## src/rtl/hsirq_pkg.sv

```systemverilog
package hsirq_pkg;
  localparam int REG_W    = 8;
  localparam int NUM_EN   = 5;
  localparam int NUM_OBF  = 4;
  localparam int NUM_SMI  = 3;
  // bit positions in the readback word
  localparam int B_KBD    = 0;
  localparam int B_MOUSE  = 1;
  localparam int B_SMI0   = 2;
  localparam int B_DIRECT = 5;
  localparam int B_RSVD   = 6;
  localparam int B_QUIET  = 7;
  // buffer flag positions
  localparam int F_CH1    = 0;
  localparam int F_SMI0   = 1;
endpackage

```

## src/rtl/hsirq_obf_fall.sv

```systemverilog
module hsirq_obf_fall #(
  parameter int W = 4
) (
  input  logic         clk,
  input  logic         rst_n,
  input  logic [W-1:0] obf_in,
  output logic [W-1:0] fall_out
);
  logic [W-1:0] obf_q;
  logic [W-1:0] obf_d;

  always_comb begin
    obf_d = obf_in;
  end

  always_ff @(posedge clk or negedge rst_n) begin
    if (!rst_n) obf_q <= '0;
    else        obf_q <= obf_d;
  end

  assign fall_out = obf_q & ~obf_in;
endmodule

```

## src/rtl/hsirq_en_cell.sv

```systemverilog
module hsirq_en_cell (
  input  logic clk,
  input  logic rst_n,
  input  logic link_rst,
  input  logic rd_en,
  input  logic wr_en,
  input  logic wr_bit,
  input  logic auto_clr,
  output logic en_q
);
  logic armed_q, armed_d, en_d;

  always_comb begin
    armed_d = armed_q;
    en_d    = en_q;
    if (rd_en) armed_d = ~en_q;
    if (wr_en) begin
      armed_d = 1'b0;
      if (!wr_bit)      en_d = 1'b0;
      else if (armed_q) en_d = 1'b1;
    end
    if (auto_clr) en_d = 1'b0;
    if (link_rst) begin
      en_d    = 1'b0;
      armed_d = 1'b0;
    end
  end

  always_ff @(posedge clk or negedge rst_n) begin
    if (!rst_n) begin
      en_q    <= 1'b0;
      armed_q <= 1'b0;
    end else begin
      en_q    <= en_d;
      armed_q <= armed_d;
    end
  end
endmodule

```

## src/rtl/hsirq_req_gen.sv

```systemverilog
module hsirq_req_gen #(
  parameter int NSMI = 3
) (
  input  logic            clk,
  input  logic            rst_n,
  input  logic            direct,
  input  logic            en_kbd,
  input  logic            en_mouse,
  input  logic [NSMI-1:0] en_smi,
  input  logic            obf_ch1,
  input  logic [NSMI-1:0] obf_smi,
  output logic            irq_kbd,
  output logic            irq_mouse,
  output logic            irq_smi
);
  logic [NSMI-1:0] smi_src;
  logic kbd_d, mouse_d, smi_d;

  for (genvar i = 0; i < NSMI; i++) begin : g_smi
    assign smi_src[i] = en_smi[i] & (direct | obf_smi[i]);
  end

  always_comb begin
    kbd_d   = en_kbd   & (direct | obf_ch1);
    mouse_d = en_mouse & (direct | obf_ch1);
    smi_d   = |smi_src;
  end

  always_ff @(posedge clk or negedge rst_n) begin
    if (!rst_n) begin
      irq_kbd   <= 1'b0;
      irq_mouse <= 1'b0;
      irq_smi   <= 1'b0;
    end else begin
      irq_kbd   <= kbd_d;
      irq_mouse <= mouse_d;
      irq_smi   <= smi_d;
    end
  end
endmodule

```

## src/rtl/hsirq_enable_reg.sv

```systemverilog
module hsirq_enable_reg
  import hsirq_pkg::*;
(
  input  logic             clk,
  input  logic             rst_n,
  input  logic             cpu_rd,
  input  logic             cpu_wr,
  input  logic [REG_W-1:0] cpu_wdata,
  output logic [REG_W-1:0] cpu_rdata,
  input  logic [NUM_OBF-1:0] obf_flags,
  input  logic             link_hw_rst,
  input  logic             link_sw_rst,
  input  logic             stop_evt,
  input  logic             stop_quiet,
  output logic             irq_kbd,
  output logic             irq_mouse,
  output logic             irq_smi
);
  logic               link_rst;
  logic [NUM_OBF-1:0] obf_fall;
  logic [NUM_EN-1:0]  en_q;
  logic [NUM_EN-1:0]  auto_clr;
  logic               direct_q, direct_d;
  logic               quiet_q, quiet_d;

  assign link_rst = link_hw_rst | link_sw_rst;

  hsirq_obf_fall #(.W(NUM_OBF)) i_fall (
    .clk(clk), .rst_n(rst_n), .obf_in(obf_flags), .fall_out(obf_fall)
  );

  // channel 1 clears both keyboard and mouse; SMI sources obey direct mode
  always_comb begin
    auto_clr[B_KBD]   = obf_fall[F_CH1];
    auto_clr[B_MOUSE] = obf_fall[F_CH1];
    for (int k = 0; k < NUM_SMI; k++)
      auto_clr[B_SMI0+k] = obf_fall[F_SMI0+k] & ~direct_q;
  end

  for (genvar i = 0; i < NUM_EN; i++) begin : g_en
    hsirq_en_cell i_cell (
      .clk(clk), .rst_n(rst_n), .link_rst(link_rst),
      .rd_en(cpu_rd), .wr_en(cpu_wr), .wr_bit(cpu_wdata[i]),
      .auto_clr(auto_clr[i]), .en_q(en_q[i])
    );
  end

  always_comb begin
    direct_d = direct_q;
    if (cpu_wr) direct_d = cpu_wdata[B_DIRECT];
    quiet_d = quiet_q;
    if (stop_evt) quiet_d = stop_quiet;
    if (link_rst) quiet_d = 1'b0;
  end

  always_ff @(posedge clk or negedge rst_n) begin
    if (!rst_n) begin
      direct_q <= 1'b0;
      quiet_q  <= 1'b0;
    end else begin
      direct_q <= direct_d;
      quiet_q  <= quiet_d;
    end
  end

  always_comb begin
    cpu_rdata           = '0;
    cpu_rdata[NUM_EN-1:0] = en_q;
    cpu_rdata[B_DIRECT] = direct_q;
    cpu_rdata[B_QUIET]  = quiet_q;
  end

  hsirq_req_gen #(.NSMI(NUM_SMI)) i_req (
    .clk(clk), .rst_n(rst_n), .direct(direct_q),
    .en_kbd(en_q[B_KBD]), .en_mouse(en_q[B_MOUSE]),
    .en_smi(en_q[B_SMI0 +: NUM_SMI]),
    .obf_ch1(obf_flags[F_CH1]), .obf_smi(obf_flags[F_SMI0 +: NUM_SMI]),
    .irq_kbd(irq_kbd), .irq_mouse(irq_mouse), .irq_smi(irq_smi)
  );
endmodule

```

## config.mk

```make
export PLATFORM = sky130hd
export DESIGN_NAME = hsirq_enable_reg
export DESIGN_NICKNAME = d
export VERILOG_FILES = /design/src/rtl/hsirq_pkg.sv /design/src/rtl/hsirq_obf_fall.sv /design/src/rtl/hsirq_en_cell.sv /design/src/rtl/hsirq_req_gen.sv /design/src/rtl/hsirq_enable_reg.sv
export SDC_FILE = /design/constraint.sdc
export NUM_CORES = 1
export LEC_CHECK = 0
export BUFFER_PORTS_ARGS = -buffer_cell sky130_fd_sc_hd__buf_4
export CAP_MARGIN = 20
export CORE_MARGIN = 2
export CORE_UTILIZATION = 46
export CTS_CLUSTER_SIZE = 24
export DETAILED_ROUTE_END_ITERATION = 10
export PLACE_DENSITY = 0.76
export SLEW_MARGIN = 40
export SYNTH_ARGS = -nofsm -noshare
export SYNTH_HDL_FRONTEND = slang
export SYNTH_HIERARCHICAL = 1
export SYNTH_SLANG_ARGS = --single-unit
```

## constraint.sdc

```tcl
create_clock -name clk -period 1.3 [get_ports clk]
set_input_delay 0.065 -clock clk [delete_from_list [all_inputs] [get_ports clk]]
set_output_delay 0.065 -clock clk [all_outputs]
set_load 0.02 [all_outputs]
```

==> flow_summary_export.csv, run 1 <==
group,metric,value,unit
outcome,status,"completed",
floorplan,initial_core_util,0.479,
timing,rsz0062_at_grt,"false",
clock_tree,root_buffer,"clkbuf_4",
grt,grt_pass1_vias,608,
clock_tree,cts_tree,"yes",
layout,regArea,475,µm²
drt,firstDrtPassIters,4,
placement,post-place-ws,0.258,ns
min_path,hold_path_class,"input port to register",
clock_tree,htreeDepth,1,
grt,grt.total_usage,0.169,
power_and_ir_drop,pwr-share-comb,0.140,
logic_synthesis,ys.flop_type,"dfrtp_1",
logic_synthesis,synthTopCellsByArea,"dfrtp_1 (59%), nor2b_4 (6.8%), a2111oi_1 (6.2%)",
floorplan,die-area,2110,µm²
logic_synthesis,syn-num-nets,85,
clock_tree,clk_pin_slew,0.10,ns
drt,wl_met1,658,µm
timing,fmax,938,MHz
floorplan,fp.dieH,45.9,µm
timing,worst_slack,0.233,ns
placement,place.gp.congestion,0.753,
clock_tree,cts_max_path_buffers,2,
drt,antenna_left,0,
drt,wl,1520,µm
clock_tree,cts_resized,0,
timing,tns,0,ns
layout,layout.cells.non_filler,118,
drt,wl_met3,54,µm
logic_synthesis,avgSynthCellArea,12.4,µm²
layout,multi_input_area,292,µm²
critical_path,cpPeakStageDelay,0.51,ns
power_and_ir_drop,vdd_ir_drop_max,0.479,mV
critical_path,cp_slowest_cell,"dfrtp_1",
job,maxCapViolations,0,
drt,wl_per_cell,12.9,µm
drt,viasPerCell,5.34,
power_and_ir_drop,p_sw_frac,0.233,
logic_synthesis,synth_edf_count,0,
critical_path,cp_cell_sequence,"buf_4",
drt,wl_met2,810,µm
layout,areaGrowthSynthToFinish,38.1,%
clock_tree,postCtsSetupBuffers,0,
drt,drc_errors,0,
timing,period_minus_slack,1.07,ns
power_and_ir_drop,power_leakage,0.543,nW
power_and_ir_drop,p_per_area,943,nW/µm²
logic_synthesis,yosys-top-cells-count,"dfrtp_1 (19), nor2_1 (6)",
drt,topRoutingLayerUsed,"met3",
timing,finalHoldViolations,0,
logic_synthesis,synthCells,65,
drt,drt_iter0_drc,8,
logic_synthesis,yosysUniqueCellTypes,17,
grt,grt_max_degree,20,
floorplan,die_w,45.9,µm
logic_synthesis,synth.top_cell.area_share,0.588,
grt,antenna_found_initial,0,
floorplan,rows,15,
critical_path,path_class,"register to output pin",
clock_tree,clkLatencyLatePin,0.28,ns
critical_path,start_kind,"register",
floorplan,core-area,1690,µm²
critical_path,cp_num_buf_inv,1,
grt,grt_overflow,0,
logic_synthesis,synth.most_common_cell,"dfrtp_1",
logic_synthesis,yosysWarnings,6,
power_and_ir_drop,p_seq_frac,0.589,
clock_tree,cts_hold_buf,6,
placement,placedCellCount,106,
timing,fin_crit_sh,0.820,
logic_synthesis,ys_ff_latch,19,
layout,layout-drive-gt1-share,0.366,
critical_path,endpoint_kind,"output pin",
timing,finalClockSkew,0.00109,ns
logic_synthesis,synth_area_leader_cell,"dfrtp_1",
clock_tree,cts_buffers,3,
critical_path,critical-path-top-delay-family,"flip-flops",
timing,timing.hold.ws,0.0156,ns
timing,drv_slew,0,
clock_tree,clkSinkCount,19,
grt,grt_pass1_wl,2490,µm
floorplan,io_pins,31,
drt,dr_total_vias,630,
power_and_ir_drop,p_sw,0.245,mW
timing,setup_violations,0,
power_and_ir_drop,clockPowerShare,0.271,
power_and_ir_drop,p_int,0.807,mW
layout,fill_cells,131,
layout,diodes,0,
critical_path,cp.arrival,1.00,ns
logic_synthesis,netlist_area,808,µm²
critical_path,cp.required,1.24,ns
logic_synthesis,seq_area_frac_synth,0.588,
placement,port_buffers,27,
layout,fin_nets,122,
logic_synthesis,synthArstFlopShare,1.00,
critical_path,crit_fanout,9,
## worst paths after layout
path	from	to	slack, ns	depth (start not counted)
max in group asynchronous	rst_n	quiet_q$_DFFE_PN0P_	0.93	2
min in group asynchronous	rst_n	g_en[0].i_cell/armed_q$_DFFE_PN0P_	0.18	2
worst min register to register	quiet_q$_DFFE_PN0P_	quiet_q$_DFFE_PN0P_	0.54	2
worst max-delay path	direct_q$_DFFE_PN0P_	cpu_rdata[5]	0.23	1
worst max register to register	i_fall/obf_q[2]$_DFF_PN0_	g_en[3].i_cell/en_q$_DFFE_PN0P_	0.25	3
worst min-delay path	cpu_wdata[2]	g_en[2].i_cell/en_q$_DFFE_PN0P_	0.02	3
## power groups by stage
stage,combinational (mW),sequential [mW],clock (mW)
2_1_floorplan,0.0541,0.630,0
3_3_place_gp,0.128,0.632,0
3_5_place_dp,0.128,0.633,0
4_1_cts,0.144,0.621,0.298
5_1_grt,0.162,0.623,0.325
6_report,0.147,0.621,0.285
## cell type report
| type | instances | share of cell area |
|---|---|---|
| flip-flops and latches | 19 | 0.426 |
| repair buffers | 35 | 0.253 |
| multi-input cells | 38 | 0.261 |
| well taps | 17 | 0.0191 |
| inverters | 5 | 0.0168 |
| clock buffers | 4 | 0.0235 |
## tightest hold or removal path: cells and delay by family
family	cells	cell delay [ns]
AOI/OAI and AO/OA	1	0.06
buffers and inverters	2	0.15
## state kept, by name, indices dropped and copies added (netlist names)
name and cells:
g_en.i_cell/en_q 5, g_en.i_cell/armed_q 5, i_fall/obf_q 4, i_req/irq_mouse 1
quiet_q 1, direct_q 1, i_req/irq_kbd 1, i_req/irq_smi 1
## per-stage QoR
stage | total power [mW] | cell area [µm²] | util
floorplan | 0.684 | 808 | -
global placement | 0.759 | 1010 | 0.598
detailed placement | 0.761 | 1010 | 0.598
CTS | 1.06 | 1100 | 0.649
global route | 1.11 | 1120 | 0.661
finish | 1.05 | 1120 | 0.661
## cells by family (layout without fill, tap and decap cells)
group,after synthesis,in the layout,share of synthesized area
AOI/OAI and AO/OA,20,20,0.193
DFF,19,19,0.588
and+or+nand+nor,15,15,0.136
buffers and inverters,8,44,0.0511
muxes,2,2,0.0263
other,1,1,0.00464
## layer usage
layer,global-route usage,vias to the layer above
li1,-,307
met1,0.208,308
met2,0.286,15
met3,0.0238,0
met4,0.0857,0
met5,0,-
## cell usage in the layout (no fill, tap or decap)
cell           instances
o21a_1                 2
conb_1                 1
a2111oi_0              5
or2_4                  1
dfrtp_1               19
nand3_1                1
nor2b_4                4
nor2_1                 6
inv_1                  5
a22oi_2                1
a2111oi_1              5
o21ai_0                2
nor2b_1                3
mux2i_1                1
buf_4                 27
clkbuf_1               1
a21oi_1                5
dlygate4sd3_1          8
mux2_2                 1
clkbuf_4               3
(Power assumes the default switching activity.)
==> run 2: changes to the inputs <==
Clock period 1.3 ns to 1.05 ns, I/O delays scaled along.
==> run 2 against run 1 <==
Sequential share of layout area is 1.1 points lower. Critical path depth is 1 higher. Die area stayed put. Sequential cell count stayed put. Clock skew is 0.0037 ns higher. Register-to-register slack worse by 0.20 ns. Global-route usage is 2.4 points higher. Final area is 3.0% higher. Clock power is 24% higher. Worst hold slack worse by 0.0042 ns. First-iteration DRC count is 38% higher. Critical path type unchanged.
==> flow_summary_export.csv, run 2 (same netlist as run 1, synthesis figures left out) <==
group,metric,value,unit
power_and_ir_drop,vdd_ir_drop_max,0.731,mV
critical_path,cp_num_buf_inv,2,
timing,rsz0062_at_grt,"true",
critical_path,crit_fanout,3,
floorplan,io_pins,31,
drt,drc_errors,0,
timing,period_minus_slack,1.01,ns
grt,grt_pass1_vias,604,
clock_tree,clkLatencyLatePin,0.29,ns
clock_tree,htreeDepth,1,
clock_tree,clk_pin_slew,0.10,ns
timing,fmax,987,MHz
min_path,hold_path_class,"input port to register",
timing,fin_crit_sh,0.965,
drt,antenna_left,0,
layout,layout-drive-gt1-share,0.417,
critical_path,cp_cell_sequence,"buf_6, buf_6",
layout,layout.cells.non_filler,120,
timing,setup_violations,0,
placement,port_buffers,27,
clock_tree,cts_max_path_buffers,2,
clock_tree,clkSinkCount,19,
drt,drt_iter0_drc,11,
critical_path,cpPeakStageDelay,0.43,ns
floorplan,initial_core_util,0.479,
layout,fill_cells,133,
floorplan,fp.dieH,45.9,µm
drt,firstDrtPassIters,4,
layout,biggestRegsByFlops,"g_en.i_cell/armed_q x5, g_en.i_cell/en_q x5, i_fall/obf_q x4",
critical_path,critical-path-top-delay-family,"flip-flops",
floorplan,die-area,2110,µm²
outcome,status,"completed",
placement,place.gp.congestion,0.735,
layout,layout.cells.most_common,"buf_4",
critical_path,path_class,"register to output pin",
grt,grt.total_usage,0.193,
critical_path,cp.arrival,0.96,ns
clock_tree,cts_tree,"yes",
critical_path,endpoint_kind,"output pin",
grt,grt_max_degree,20,
layout,areaGrowthSynthToFinish,42.3,%
power_and_ir_drop,p_total,1.33,mW
grt,grt_pass1_wl,2790,µm
clock_tree,cts_buffers,3,
power_and_ir_drop,p_per_area,1160,nW/µm²
timing,finalHoldViolations,0,
clock_tree,root_buffer,"clkbuf_4",
critical_path,start_kind,"register",
grt,antenna_found_initial,0,
critical_path,cp.required,1.00,ns
timing,finalClockSkew,0.00481,ns
layout,multi_input_area,304,µm²
placement,dp_hpwl,1150,µm
floorplan,rows,15,
power_and_ir_drop,power_leakage,0.556,nW
critical_path,cp_common_cell,"buf_6",
drt,viasPerCell,5.45,
grt,grt_overflow,0,
drt,dr_total_vias,654,
layout,diodes,0,
timing,drv_slew,0,
layout,final_cell_mix,"buf_4 (28), dfrtp_1 (18), dlygate4sd3_1 (7)",
layout,regArea,477,µm²
drt,wl_per_cell,14.0,µm
critical_path,cp_slowest_cell,"dfrtp_2",
floorplan,core-area,1690,µm²
job,maxCapViolations,0,
floorplan,die_w,45.9,µm
layout,fin_nets,124,
drt,wl,1680,µm
placement,placedCellCount,107,
-- run 2: cell types whose count changed in the layout (fill, tap and decap cells not counted) --
| cell | change |
|---|---|
| dfrtp_2 | +1 |
| buf_6 | +2 |
| a2111oi_2 | +2 |
| a2111oi_0 | -2 |
| dfrtp_1 | -1 |
| dlygate4sd3_1 | -1 |
| buf_4 | +1 |
-- run 2: what timing repair did --
item	in CTS	in global routing
hold buffers	7	0
buffers inserted	1	1
endpoints found under the setup margin	4	4
hold endpoints to repair	25	0
gates resized for setup	3	4
cloned	0	0
pin swaps	2	1
-- run 2: worst reg2reg max path: cells and delay by family, from the launching register on --
kind,cells,cell delay [ns]
flip-flops,1,0.45
AO/OA/AOI/OAI,2,0.43
-- run 2: final cells by class --
type	count	share of cell area
Sequential cell	19	0.415
Multi-Input combinational cell	38	0.264
Timing Repair Buffer	37	0.263
Clock buffer	4	0.0229
Tap cell	17	0.0185
Inverter	5	0.0163
-- run 2: routing by layer --
layer / global-route usage / share of wire
met3: 0.0397 / 0.041
met5: 0 / 0
met2: 0.328 / 0.52
met1: 0.225 / 0.42
met4: 0.103 / 0.011
-- run 2: worst paths after layout --
check                                                      from                                  to  slack [ns]  cells after the start
max in group asynchronous                                 rst_n                direct_q$_DFFE_PN0P_        0.67                      2
min in group asynchronous                                 rst_n  g_en[4].i_cell/armed_q$_DFFE_PN0P_        0.16                      2
worst min-delay path                                 stop_quiet                 quiet_q$_DFFE_PN0P_        0.01                      3
worst min register to register              quiet_q$_DFFE_PN0P_                 quiet_q$_DFFE_PN0P_        0.54                      2
worst max register to register  g_en[3].i_cell/en_q$_DFFE_PN0P_     g_en[3].i_cell/en_q$_DFFE_PN0P_        0.05                      2
worst max-delay path                       direct_q$_DFFE_PN0P_                        cpu_rdata[5]        0.04                      2
-- run 2: metrics by stage --
stage / area [µm²] / utilization / setup TNS (ns) / hold WS [ns] / setup WS (ns)
after global routing: 1150 / 0.681 / -0.00612 / 0.00556 / -0.00612
after CTS: 1130 / 0.670 / 0 / 0.00579 / 0.00411
final: 1150 / 0.681 / 0 / 0.0113 / 0.0364
after detailed placement: 1020 / 0.602 / -0.0249 / -0.0638 / -0.0249
after floorplan: 808 / - / 0 / -0.243 / 0.0593
after global placement: 1020 / 0.602 / 0 / -0.0649 / 0.0526
-- run 2: report_power, final --
part	switching, mW	internal (mW)	total (mW)
clock network	0.205	0.147	0.353
logic	0.0997	0.119	0.218
registers	0.0110	0.752	0.763
total	0.316	1.02	1.33
